--- src/rtl/l2s_pkg.sv ---
package l2s_pkg;
  parameter int IDX_W  = 11;
  parameter int MAC_W  = 48;
  parameter int FID_W  = 12;
  parameter int PORT_W = 4;
  parameter int MTH_W  = 3;
  localparam int ENT_W = 1 + MAC_W + FID_W + PORT_W + 1;
  localparam int MC_BIT = MAC_W - 8;

  localparam logic [MTH_W-1:0] M_KEY       = 3'd0;
  localparam logic [MTH_W-1:0] M_ADDR      = 3'd1;
  localparam logic [MTH_W-1:0] M_NEXT      = 3'd2;
  localparam logic [MTH_W-1:0] M_NEXT_UC   = 3'd3;
  localparam logic [MTH_W-1:0] M_NEXT_MC   = 3'd4;
  localparam logic [MTH_W-1:0] M_NEXT_PORT = 3'd7;

  typedef struct packed {
    logic              valid;
    logic [MAC_W-1:0]  mac;
    logic [FID_W-1:0]  fid;
    logic [PORT_W-1:0] port;
    logic              stat;
  } l2_entry_t;

  typedef enum logic [1:0] {ST_IDLE, ST_SCAN, ST_RSV} ctl_state_e;

  function automatic logic [IDX_W-1:0] key_slot(input logic [MAC_W-1:0] mac,
                                                 input logic [FID_W-1:0] fid);
    logic [MAC_W-1:0] x;
    x = mac ^ MAC_W'(fid);
    return x[IDX_W-1:0];
  endfunction

  function automatic logic is_reserved(input logic [MTH_W-1:0] m);
    return !(m == M_KEY || m == M_ADDR || m == M_NEXT || m == M_NEXT_UC ||
             m == M_NEXT_MC || m == M_NEXT_PORT);
  endfunction

  function automatic logic is_single(input logic [MTH_W-1:0] m);
    return (m == M_KEY) || (m == M_ADDR);
  endfunction
endpackage

--- src/rtl/l2s_match.sv ---
module l2s_match
  import l2s_pkg::*;
(
  input  logic [MTH_W-1:0]  method_i,
  input  l2_entry_t         ent_i,
  input  logic [MAC_W-1:0]  key_mac_i,
  input  logic [FID_W-1:0]  key_fid_i,
  input  logic [PORT_W-1:0] port_i,
  output logic              qual_o
);
  logic mc;
  logic unused_stat;

  assign mc          = ent_i.mac[MC_BIT];
  assign unused_stat = ent_i.stat;

  always_comb begin
    qual_o = 1'b0;
    case (method_i)
      M_KEY:       qual_o = ent_i.valid && (ent_i.mac == key_mac_i) && (ent_i.fid == key_fid_i);
      M_ADDR,
      M_NEXT:      qual_o = ent_i.valid;
      M_NEXT_UC:   qual_o = ent_i.valid && !mc;
      M_NEXT_MC:   qual_o = ent_i.valid && mc;
      M_NEXT_PORT: qual_o = ent_i.valid && !mc && (ent_i.port == port_i);
      default:     qual_o = 1'b0;
    endcase
  end
endmodule

--- src/rtl/l2s_walker.sv ---
module l2s_walker #(
  parameter int IDX_W = 11
) (
  input  logic             clk_i,
  input  logic             rst_ni,
  input  logic             launch_i,
  input  logic [IDX_W-1:0] first_addr_i,
  input  logic             single_i,
  input  logic             halt_i,
  output logic             rd_en_o,
  output logic [IDX_W-1:0] rd_addr_o,
  output logic             chk_vld_o,
  output logic [IDX_W-1:0] chk_addr_o,
  output logic             chk_last_o
);
  localparam logic [IDX_W-1:0] LAST = {IDX_W{1'b1}};

  logic             iss_act;
  logic [IDX_W-1:0] iss_addr;
  logic             iss_single;
  logic             iss_last;

  assign iss_last  = iss_single || (iss_addr == LAST);
  assign rd_en_o   = iss_act;
  assign rd_addr_o = iss_addr;

  always_ff @(posedge clk_i or negedge rst_ni) begin
    if (!rst_ni) begin
      iss_act    <= 1'b0;
      iss_addr   <= '0;
      iss_single <= 1'b0;
    end else if (launch_i) begin
      iss_act    <= 1'b1;
      iss_addr   <= first_addr_i;
      iss_single <= single_i;
    end else if (halt_i) begin
      iss_act <= 1'b0;
    end else if (iss_act) begin
      if (iss_last) iss_act  <= 1'b0;
      else          iss_addr <= iss_addr + 1'b1;
    end
  end

  always_ff @(posedge clk_i or negedge rst_ni) begin
    if (!rst_ni) begin
      chk_vld_o  <= 1'b0;
      chk_addr_o <= '0;
      chk_last_o <= 1'b0;
    end else begin
      chk_vld_o  <= iss_act && !halt_i;
      chk_addr_o <= iss_addr;
      chk_last_o <= iss_last;
    end
  end

  p_read_order_r11: assert property (@(posedge clk_i) disable iff (!rst_ni)
    (rd_en_o && $past(rd_en_o)) |-> (rd_addr_o == $past(rd_addr_o) + 1'b1));

  p_no_wrap_r7: assert property (@(posedge clk_i) disable iff (!rst_ni)
    (rd_en_o && rd_addr_o == LAST) |=> !rd_en_o);
endmodule

--- src/rtl/l2s_result.sv ---
module l2s_result
  import l2s_pkg::*;
(
  input  logic             clk_i,
  input  logic             rst_ni,
  input  logic             fin_i,
  input  logic             fin_hit_i,
  input  logic [IDX_W-1:0] fin_idx_i,
  input  l2_entry_t        fin_ent_i,
  output logic             done_o,
  output logic             hit_o,
  output logic [IDX_W-1:0] index_o,
  output l2_entry_t        entry_o
);
  always_ff @(posedge clk_i or negedge rst_ni) begin
    if (!rst_ni) begin
      done_o  <= 1'b0;
      hit_o   <= 1'b0;
      index_o <= '0;
      entry_o <= '0;
    end else begin
      done_o <= fin_i;
      if (fin_i) begin
        hit_o <= fin_hit_i;
        if (fin_hit_i) begin
          index_o <= fin_idx_i;
          entry_o <= fin_ent_i;
        end
      end
    end
  end
endmodule

--- src/rtl/l2s_search_unit.sv ---
module l2s_search_unit
  import l2s_pkg::*;
(
  input  logic                 clk_i,
  input  logic                 rst_ni,
  input  logic                 start_i,
  input  logic [MTH_W-1:0]     method_i,
  input  logic [IDX_W-1:0]     start_addr_i,
  input  logic [PORT_W-1:0]    port_i,
  input  logic [MAC_W-1:0]     key_mac_i,
  input  logic [FID_W-1:0]     key_fid_i,
  output logic                 busy_o,
  output logic                 rd_en_o,
  output logic [IDX_W-1:0]     rd_addr_o,
  input  logic [ENT_W-1:0]     rd_data_i,
  output logic                 done_o,
  output logic                 hit_o,
  output logic [IDX_W-1:0]     index_o,
  output logic [ENT_W-1:0]     entry_o
);
  ctl_state_e        state;
  logic [MTH_W-1:0]  method_q;
  logic [PORT_W-1:0] port_q;
  logic [MAC_W-1:0]  key_mac_q;
  logic [FID_W-1:0]  key_fid_q;

  logic             accept, launch, fin, fin_hit, qual;
  logic [IDX_W-1:0] first_addr;
  logic             chk_vld, chk_last;
  logic [IDX_W-1:0] chk_addr;
  l2_entry_t        rd_ent, res_ent;

  assign rd_ent     = l2_entry_t'(rd_data_i);
  assign accept     = (state == ST_IDLE) && start_i;
  assign launch     = accept && !is_reserved(method_i);
  assign first_addr = (method_i == M_KEY) ? key_slot(key_mac_i, key_fid_i) : start_addr_i;
  assign busy_o     = (state != ST_IDLE);

  always_comb begin
    fin     = 1'b0;
    fin_hit = 1'b0;
    if (state == ST_RSV) begin
      fin = 1'b1;
    end else if (state == ST_SCAN && chk_vld) begin
      fin     = qual || chk_last;
      fin_hit = qual;
    end
  end

  always_ff @(posedge clk_i or negedge rst_ni) begin
    if (!rst_ni) begin
      state     <= ST_IDLE;
      method_q  <= '0;
      port_q    <= '0;
      key_mac_q <= '0;
      key_fid_q <= '0;
    end else begin
      if (accept) begin
        method_q  <= method_i;
        port_q    <= port_i;
        key_mac_q <= key_mac_i;
        key_fid_q <= key_fid_i;
        state     <= is_reserved(method_i) ? ST_RSV : ST_SCAN;
      end else if (fin) begin
        state <= ST_IDLE;
      end
    end
  end

  l2s_walker #(.IDX_W(IDX_W)) u_walker (
    .clk_i        (clk_i),
    .rst_ni       (rst_ni),
    .launch_i     (launch),
    .first_addr_i (first_addr),
    .single_i     (is_single(method_i)),
    .halt_i       (fin),
    .rd_en_o      (rd_en_o),
    .rd_addr_o    (rd_addr_o),
    .chk_vld_o    (chk_vld),
    .chk_addr_o   (chk_addr),
    .chk_last_o   (chk_last)
  );

  l2s_match u_match (
    .method_i  (method_q),
    .ent_i     (rd_ent),
    .key_mac_i (key_mac_q),
    .key_fid_i (key_fid_q),
    .port_i    (port_q),
    .qual_o    (qual)
  );

  l2s_result u_result (
    .clk_i     (clk_i),
    .rst_ni    (rst_ni),
    .fin_i     (fin),
    .fin_hit_i (fin_hit),
    .fin_idx_i (chk_addr),
    .fin_ent_i (rd_ent),
    .done_o    (done_o),
    .hit_o     (hit_o),
    .index_o   (index_o),
    .entry_o   (res_ent)
  );

  assign entry_o = res_ent;

  p_done_pulse_r9: assert property (@(posedge clk_i) disable iff (!rst_ni)
    done_o |=> !done_o);

  p_result_hold_r9: assert property (@(posedge clk_i) disable iff (!rst_ni)
    !busy_o |=> $stable({hit_o, index_o, entry_o}));

  p_read_busy_r11: assert property (@(posedge clk_i) disable iff (!rst_ni)
    rd_en_o |-> busy_o);

  p_rsv_noread_r8: assert property (@(posedge clk_i) disable iff (!rst_ni)
    (state == ST_RSV) |-> !rd_en_o);

  p_rsv_miss_r8: assert property (@(posedge clk_i) disable iff (!rst_ni)
    (done_o && is_reserved(method_q)) |-> !hit_o);

  p_key_slot_r3: assert property (@(posedge clk_i) disable iff (!rst_ni)
    (done_o && hit_o && method_q == M_KEY) |-> (index_o == key_slot(key_mac_q, key_fid_q)));

  p_port_match_r6: assert property (@(posedge clk_i) disable iff (!rst_ni)
    (done_o && hit_o && method_q == M_NEXT_PORT) |-> (res_ent.port == port_q && !res_ent.mac[MC_BIT]));

  p_mc_match_r5: assert property (@(posedge clk_i) disable iff (!rst_ni)
    (done_o && hit_o && method_q == M_NEXT_MC) |-> res_ent.mac[MC_BIT]);
endmodule

--- config.mk ---
export PLATFORM = sky130hd
export DESIGN_NAME = l2s_search_unit
export DESIGN_NICKNAME = d
export VERILOG_FILES = /design/src/rtl/l2s_pkg.sv /design/src/rtl/l2s_match.sv /design/src/rtl/l2s_walker.sv /design/src/rtl/l2s_result.sv /design/src/rtl/l2s_search_unit.sv
export SDC_FILE = /design/constraint.sdc
export NUM_CORES = 1
export LEC_CHECK = 0
export CELL_PAD_IN_SITES_DETAIL_PLACEMENT = 0
export CELL_PAD_IN_SITES_GLOBAL_PLACEMENT = 1
export CORE_MARGIN = 8
export CORE_UTILIZATION = 34
export DETAILED_ROUTE_END_ITERATION = 16
export GPL_TIMING_DRIVEN = 0
export HOLD_SLACK_MARGIN = 0.08
export PLACE_DENSITY_LB_ADDON = 0.15
export SETUP_SLACK_MARGIN = 0.4
export SLEW_MARGIN = 20
export SYNTH_ARGS = -nofsm -noshare
export SYNTH_HDL_FRONTEND = slang
export SYNTH_HIERARCHICAL = 1
export SYNTH_SLANG_ARGS = --single-unit
--- constraint.sdc ---
create_clock -name clk_i -period 2.71 [get_ports clk_i]
set_clock_uncertainty 0.2 [all_clocks]
set_input_delay 0.271 -clock clk_i [delete_from_list [all_inputs] [get_ports clk_i]]
set_output_delay 0.271 -clock clk_i [all_outputs]
set_load 0.01 [all_outputs]
* After elaboration in Yosys (flattened, before gate mapping)
Cells that the tools add are included.
W data, S select, Z words.
** Operators by class
- $add $sub $neg :: 1
- Equality and inequality tests :: 18
- Multipliers :: 0
- Reductions and logical operators :: 27
- Muxes and demuxes :: 17
- Divide/modulo/power cells :: 0
- Bitwise gates (word level) :: 1
- Magnitude comparators :: 0
- Shifts and indexed selects :: 0
** Operators with widths (count)
- $mux W11 :: 5
- $eq A48 B48 Y1 :: 1
- $eq A12 B12 Y1 :: 1
- $eq A3 B2 Y1 const B :: 4
- $eq A3 B3 Y1 const B :: 4
- $add A11 B1 Y11 const B :: 1
- $eq A11 B11 Y1 const B :: 1
- $xor A11 B11 Y11 :: 1
- $logic_and A1 B1 Y1 :: 9
- $mux W1 :: 8
- $logic_or A1 B1 Y1 :: 7
- $eq A3 B1 Y1 const B :: 2
- $logic_not A3 Y1 :: 2
- $mux W2 :: 3
- $reduce_bool A2 Y1 :: 3
- $pmux W1 S5 :: 1
- $eq A4 B4 Y1 :: 1
- $ne A2 B2 Y1 const B :: 2
- $reduce_and A3 Y1 :: 1
- $eq A2 B1 Y1 const B :: 1
- $eq A2 B2 Y1 const B :: 1
- $logic_not A1 Y1 :: 2
- $logic_not A2 Y1 :: 1
- $reduce_and A2 Y1 :: 1
- $reduce_or A2 Y1 :: 1
** Word-level totals
- Memories :: 0
- Bits in latches :: 0
- Bits of input ports :: 147
- Memory bits (writable) :: 0
- Logic and storage cells :: 83
- Bits in read-only memories :: 0
- Output and inout port bits :: 92
- Register bits after elaboration :: 174

* Logic depth before layout (Yosys ltp)
- Depth in word-level cells :: 9
- Mapped depth :: 13
- Depth with buffers taken out :: 12

* By module
The synthesis kept the hierarchy.
** Modules (own cells, without submodules)
- l2s_result :: area each 2989.1 um2, instances 1, cells an instance 167, sequential area each 1976.9 um2
- l2s_search_unit :: area each 2822.7 um2, instances 1, cells an instance 192, sequential area each 1726.7 um2
- l2s_walker :: area each 1088.5 um2, instances 1, cells an instance 96, sequential area each 650.6 um2
- l2s_match :: area each 787.0 um2, instances 1, cells an instance 100, sequential area each 0.0 um2

* Worst setup path before layout
Ideal clock, no wire load.
- Path type :: register -> register
- Start :: register key_fid_q[10]
- End :: register u_result/entry_o[53] (netlist name)
- Buffers on the path :: 2
- Cell stages (with the launch flop) :: 13
- Setup time :: 125 ps
- Data required time :: 2385 ps
- Period minus slack after synthesis :: 2780 ps
- Slack :: -70 ps
- Data arrival time :: 2455 ps
- Path through :: dfrtp_1 -> xor2_1 -> nor4_1 -> nand4_1 -> nor4_2 -> nand3_1 -> a21oi_1 -> o2111ai_1 -> o21ai_0 -> nand2_2 -> buf_6 -> buf_6 -> mux2_4
** On the way
- Word-level cells in the longest chain between the ends :: 7
- Elaborated cells on any way between the ends :: 9
- Those cells by class :: eq/ne (1); mux (5); reduce/logical (3)
** Ends and longest elaborated chain
- start: declaration :: RTL line l2s_search_unit.sv:25 : logic [FID_W-1:0] key_fid_q;
- start signal: assignment :: RTL line l2s_search_unit.sv:62 : key_fid_q <= key_fid_i;
- $eq A12 B12 Y1 :: RTL line l2s_match.sv:20 : M_KEY: qual_o = ent_i.valid && (ent_i.mac == key_mac_i) && (ent_i.fid == key_fid_i);
- $logic_and A1 B1 Y1 :: RTL line l2s_match.sv:20
- $pmux W1 S5 :: RTL line l2s_match.sv:19 : case (method_i)
- via qual :: RTL line l2s_search_unit.sv:27 : logic accept, launch, fin, fin_hit, qual;
- $logic_or A1 B1 Y1 :: RTL line l2s_search_unit.sv:45 : fin = qual || chk_last;
- $mux W1 :: RTL line l2s_search_unit.sv:44 : end else if (state == ST_SCAN && chk_vld) begin
- $mux W1 :: RTL line l2s_search_unit.sv:42 : if (state == ST_RSV) begin
- via fin :: RTL line l2s_search_unit.sv:27
- $reduce_and A2 Y1 (no source line)
The timed path passes the listed nets, and every way through them passes these cells.
A chain may end at the register's enable or synchronous reset.

* Worst setup path in the final report
- Start :: register key_mac_q[35]
- End :: register u_result/entry_o[56] (netlist name)
** On the way
- Elaborated cells on any way between the ends :: 10
- Those cells by class :: eq/ne (1); mux (5); reduce/logical (4)
** RTL lines
- start: declaration :: RTL line l2s_search_unit.sv:24 : logic [MAC_W-1:0] key_mac_q;
- start signal: assignment :: RTL line l2s_search_unit.sv:61 : key_mac_q <= key_mac_i;
- $eq A48 B48 Y1 :: RTL line l2s_match.sv:20
- $logic_and A1 B1 Y1 (2 in series) :: RTL line l2s_match.sv:20
- $pmux W1 S5 :: RTL line l2s_match.sv:19
- via qual :: RTL line l2s_search_unit.sv:27
- $mux W1 :: RTL line l2s_search_unit.sv:44
- $mux W1 :: RTL line l2s_search_unit.sv:42
- via fin_hit :: RTL line l2s_search_unit.sv:27
- $reduce_and A2 Y1 (no source line)
The timed path passes the listed nets, and every way through them passes these cells.

==> qor.yml <==
finalSetupViolCount: 90
p_leak_nw: 4.96
synth-edff-count: 0
die_area_sq_um: 27700
cts_root_buf: "clkbuf_16"
vias: 5386
whs_ns: 0.213
path_clk_slew_ns: 0.07
p_sw_mw: 3.50
max_freq_mhz: 322
period_share_pct: 115
status: "finished with violations"
avgSynthCellArea_sq_um: 13.9
clk_path_buf_depth: 2
die_h_microns: 166
drv_slew: 0
setup_ws_ns: -0.397
worstPathRequired_ns: 2.81
r2r_slack_ns: -0.40
numCtsBuffers: 17
min_period_ns: 3.11
swShare_pct: 31.5
htreeDepth: 4
power_frac_clock_pct: 22.9
synth_nets: 703
antenna_left: 0
dr.pass1.iters: 4
core_area_sq_um: 22400
seq_area_frac_synth_pct: 56.6
reg2reg_to: "u_result/entry_o[56]"
r2r-start: "key_mac_q[35]"
layout_common_cells: "clkdlybuf4s50_1 (237), dfrtp_1 (174), mux2_2 (117)"
first_iter_violations: 198
synthArstFlopShare_pct: 100
cp-endpoint: "u_result/entry_o[56]"
gr-total-overflow: 0
nFillCells: 1984
cellInternalPower_mw: 7.62
ir_drop_mv: 0.536
drive_gt1_share_pct: 28.2
top_level_ports: 239
violations: "negative setup slack"
crit_path_start: "key_mac_q[35]"
pwr_density_cell_nw_per_um2: 964
synth_top_area_share_pct: 56.6
avgViaCountPerCell: 4.75
cts.sinks: 174
ys_types: 47
crit_type: "reg2reg"
fin_area_sq_um: 11500
grt_usage_pct: 17.3
synth_seq_cells: 174
place.detailed.hpwl_microns: 18100
start_util_pct: 34.3
worstSetupStartpointType: "flip-flop"
slew_headroom_pct: 57.7
rsz0062_at_grt: "true"
syn_to_final_growth_pct: 50.0
dieWidth_microns: 166
seq_power_share_pct: 40.0
syn_area_sq_um: 7690
synth_cells: 555
grt_pass1_vias: 6083
ys.flop_type: "dfrtp_1"
yosysWarnings: 6
min_path_type: "in2async"
share_comb_of_total_power_pct: 37.1
synth_area_leader_cell: "dfrtp_1"
finalHoldViolCount: 0
drc_errors: 0
dpl_cell_area_sq_um: 10500
io_buffers: 238
antenna_found_initial: 1
total_power_mw: 11.1
wl_per_cell_microns: 21.0
clock_latency_ns: 0.42
crit_path_end_kind: "flip-flop"
cts_tree: "yes"
nets: 983
wl_microns: 23800
max_cap_viol_count: 0
worst_slew_pin_slew_ns: 0.635
worst_r2r_path_depth: 12
critPathMaxFanout: 7
fin_cells: 1134
dp.cells: 1079
gp_congestion: 0.790
grt_pass1_wl_microns: 36600
synth_area_leaders: "dfrtp_1 (57%), mux2_2 (17%), xnor2_1 (4.4%)"
grt_start_max_net_pins: 96
final_common_cell: "clkdlybuf4s50_1"
rows: 55
cp_data_arrival_time_ns: 3.21
tns_ns: -29.34
per-layer routing:
layer | track usage [%] | share of wire (%)
met1 | 21.2 | 43
met2 | 29.0 | 50
met3 | 5.85 | 5.7
met4 | 4.07 | 1.6
met5 | 0 | 0
synth_stat cells, types with 8 or more instances:
cell type and n:
a21oi_1 15, a31oi_1 9, buf_2 12, dfrtp_1 174
mux2_1 9, mux2_2 117, mux2_4 19, nand2_1 9
nand3_1 8, nand4_1 8, nor2_1 22, nor4_1 9
xnor2_1 39, xor2_1 37
state kept, by name, summed over array words and instances (netlist names), 2 cells and up:
signal	count
method_q	3
state	2
u_walker/rd_addr_o	11
port_q	4
key_fid_q	12
u_walker/chk_addr_o	11
key_mac_q	48
u_result/entry_o	66
u_result/index_o	11
how the worst min path moves through the flow:
stage                     slack [ns]  cells past startpoint                       to
after floorplan                -0.22                      0             key_fid_q[0]
after global placement          0.25                      0  u_walker/chk_addr_o[10]
after detailed placement         0.1                      1      u_result/index_o[4]
after CTS                       0.23                      2      u_result/index_o[4]
after global routing            0.23                      2            key_mac_q[14]
final                           0.21                      2      u_result/index_o[4]
critical path, stage by stage (launching register included):
cell and delay (ns):
dfrtp_1 0.39, xor2_1 0.15, nor4_2 0.40, nand4_1 0.22, nor4_2 0.18, nand3_1 0.15
a21oi_2 0.25, buf_4 0.15, and3_4 0.18, nand2_4 0.08, buf_12 0.18, buf_12 0.15
mux2_4 0.30
kinds of logic (layout without fill, tap and decap cells):
kind of cell,after synthesis,in the layout,synth area share (%)
flops,174,174,56.6
xor+xnor,76,76,8.66
simple gates,85,85,6.64
other cells,0,2,0
compound gates,48,48,3.78
mux,145,145,22.2
fa+ha+maj,1,1,0.163
buf+inv,26,318,1.95
per-stage QoR:
step / setup slack (ns) / utilization, %
after floorplan: 0.0936 / -
after global placement: -6.17 / 46.6
after detailed placement: -1.06 / 46.7
after CTS: -0.383 / 50.7
after global routing: -0.520 / 51.4
final: -0.397 / 51.4
power groups by stage:
stage                     Combinational, mW  Clock, mW  Sequential, mW
after floorplan                        1.96          0            4.52
after global placement                 3.84          0            4.43
after detailed placement               3.89          0            4.48
after CTS                              4.05       2.62            4.45
after global routing                   4.44       2.72            4.62
final                                  4.12       2.55            4.45
cell type report:
class / count / area, sq um / area share [%]
sequential: 174 / 4350 / 37.8
multi-input combinational: 355 / 3320 / 28.8
timing repair buffer: 261 / 2650 / 22.9
clock buffer: 17 / 425 / 3.69
tap: 285 / 357 / 3.09
buffer: 20 / 220 / 1.91
clock inverter: 14 / 183 / 1.58
inverter: 6 / 22.5 / 0.195
antenna: 2 / 5.00 / 0.0434
timing repair:
item,in CTS,in global routing
pin swaps,10,13
hold endpoints to repair,79,0
setup buffers,11,8
setup endpoints to repair,94,93
gates cloned,2,0
hold buffers,1,0
resized for setup,32,21
Note: power is estimated with default switching activity, not from simulation.
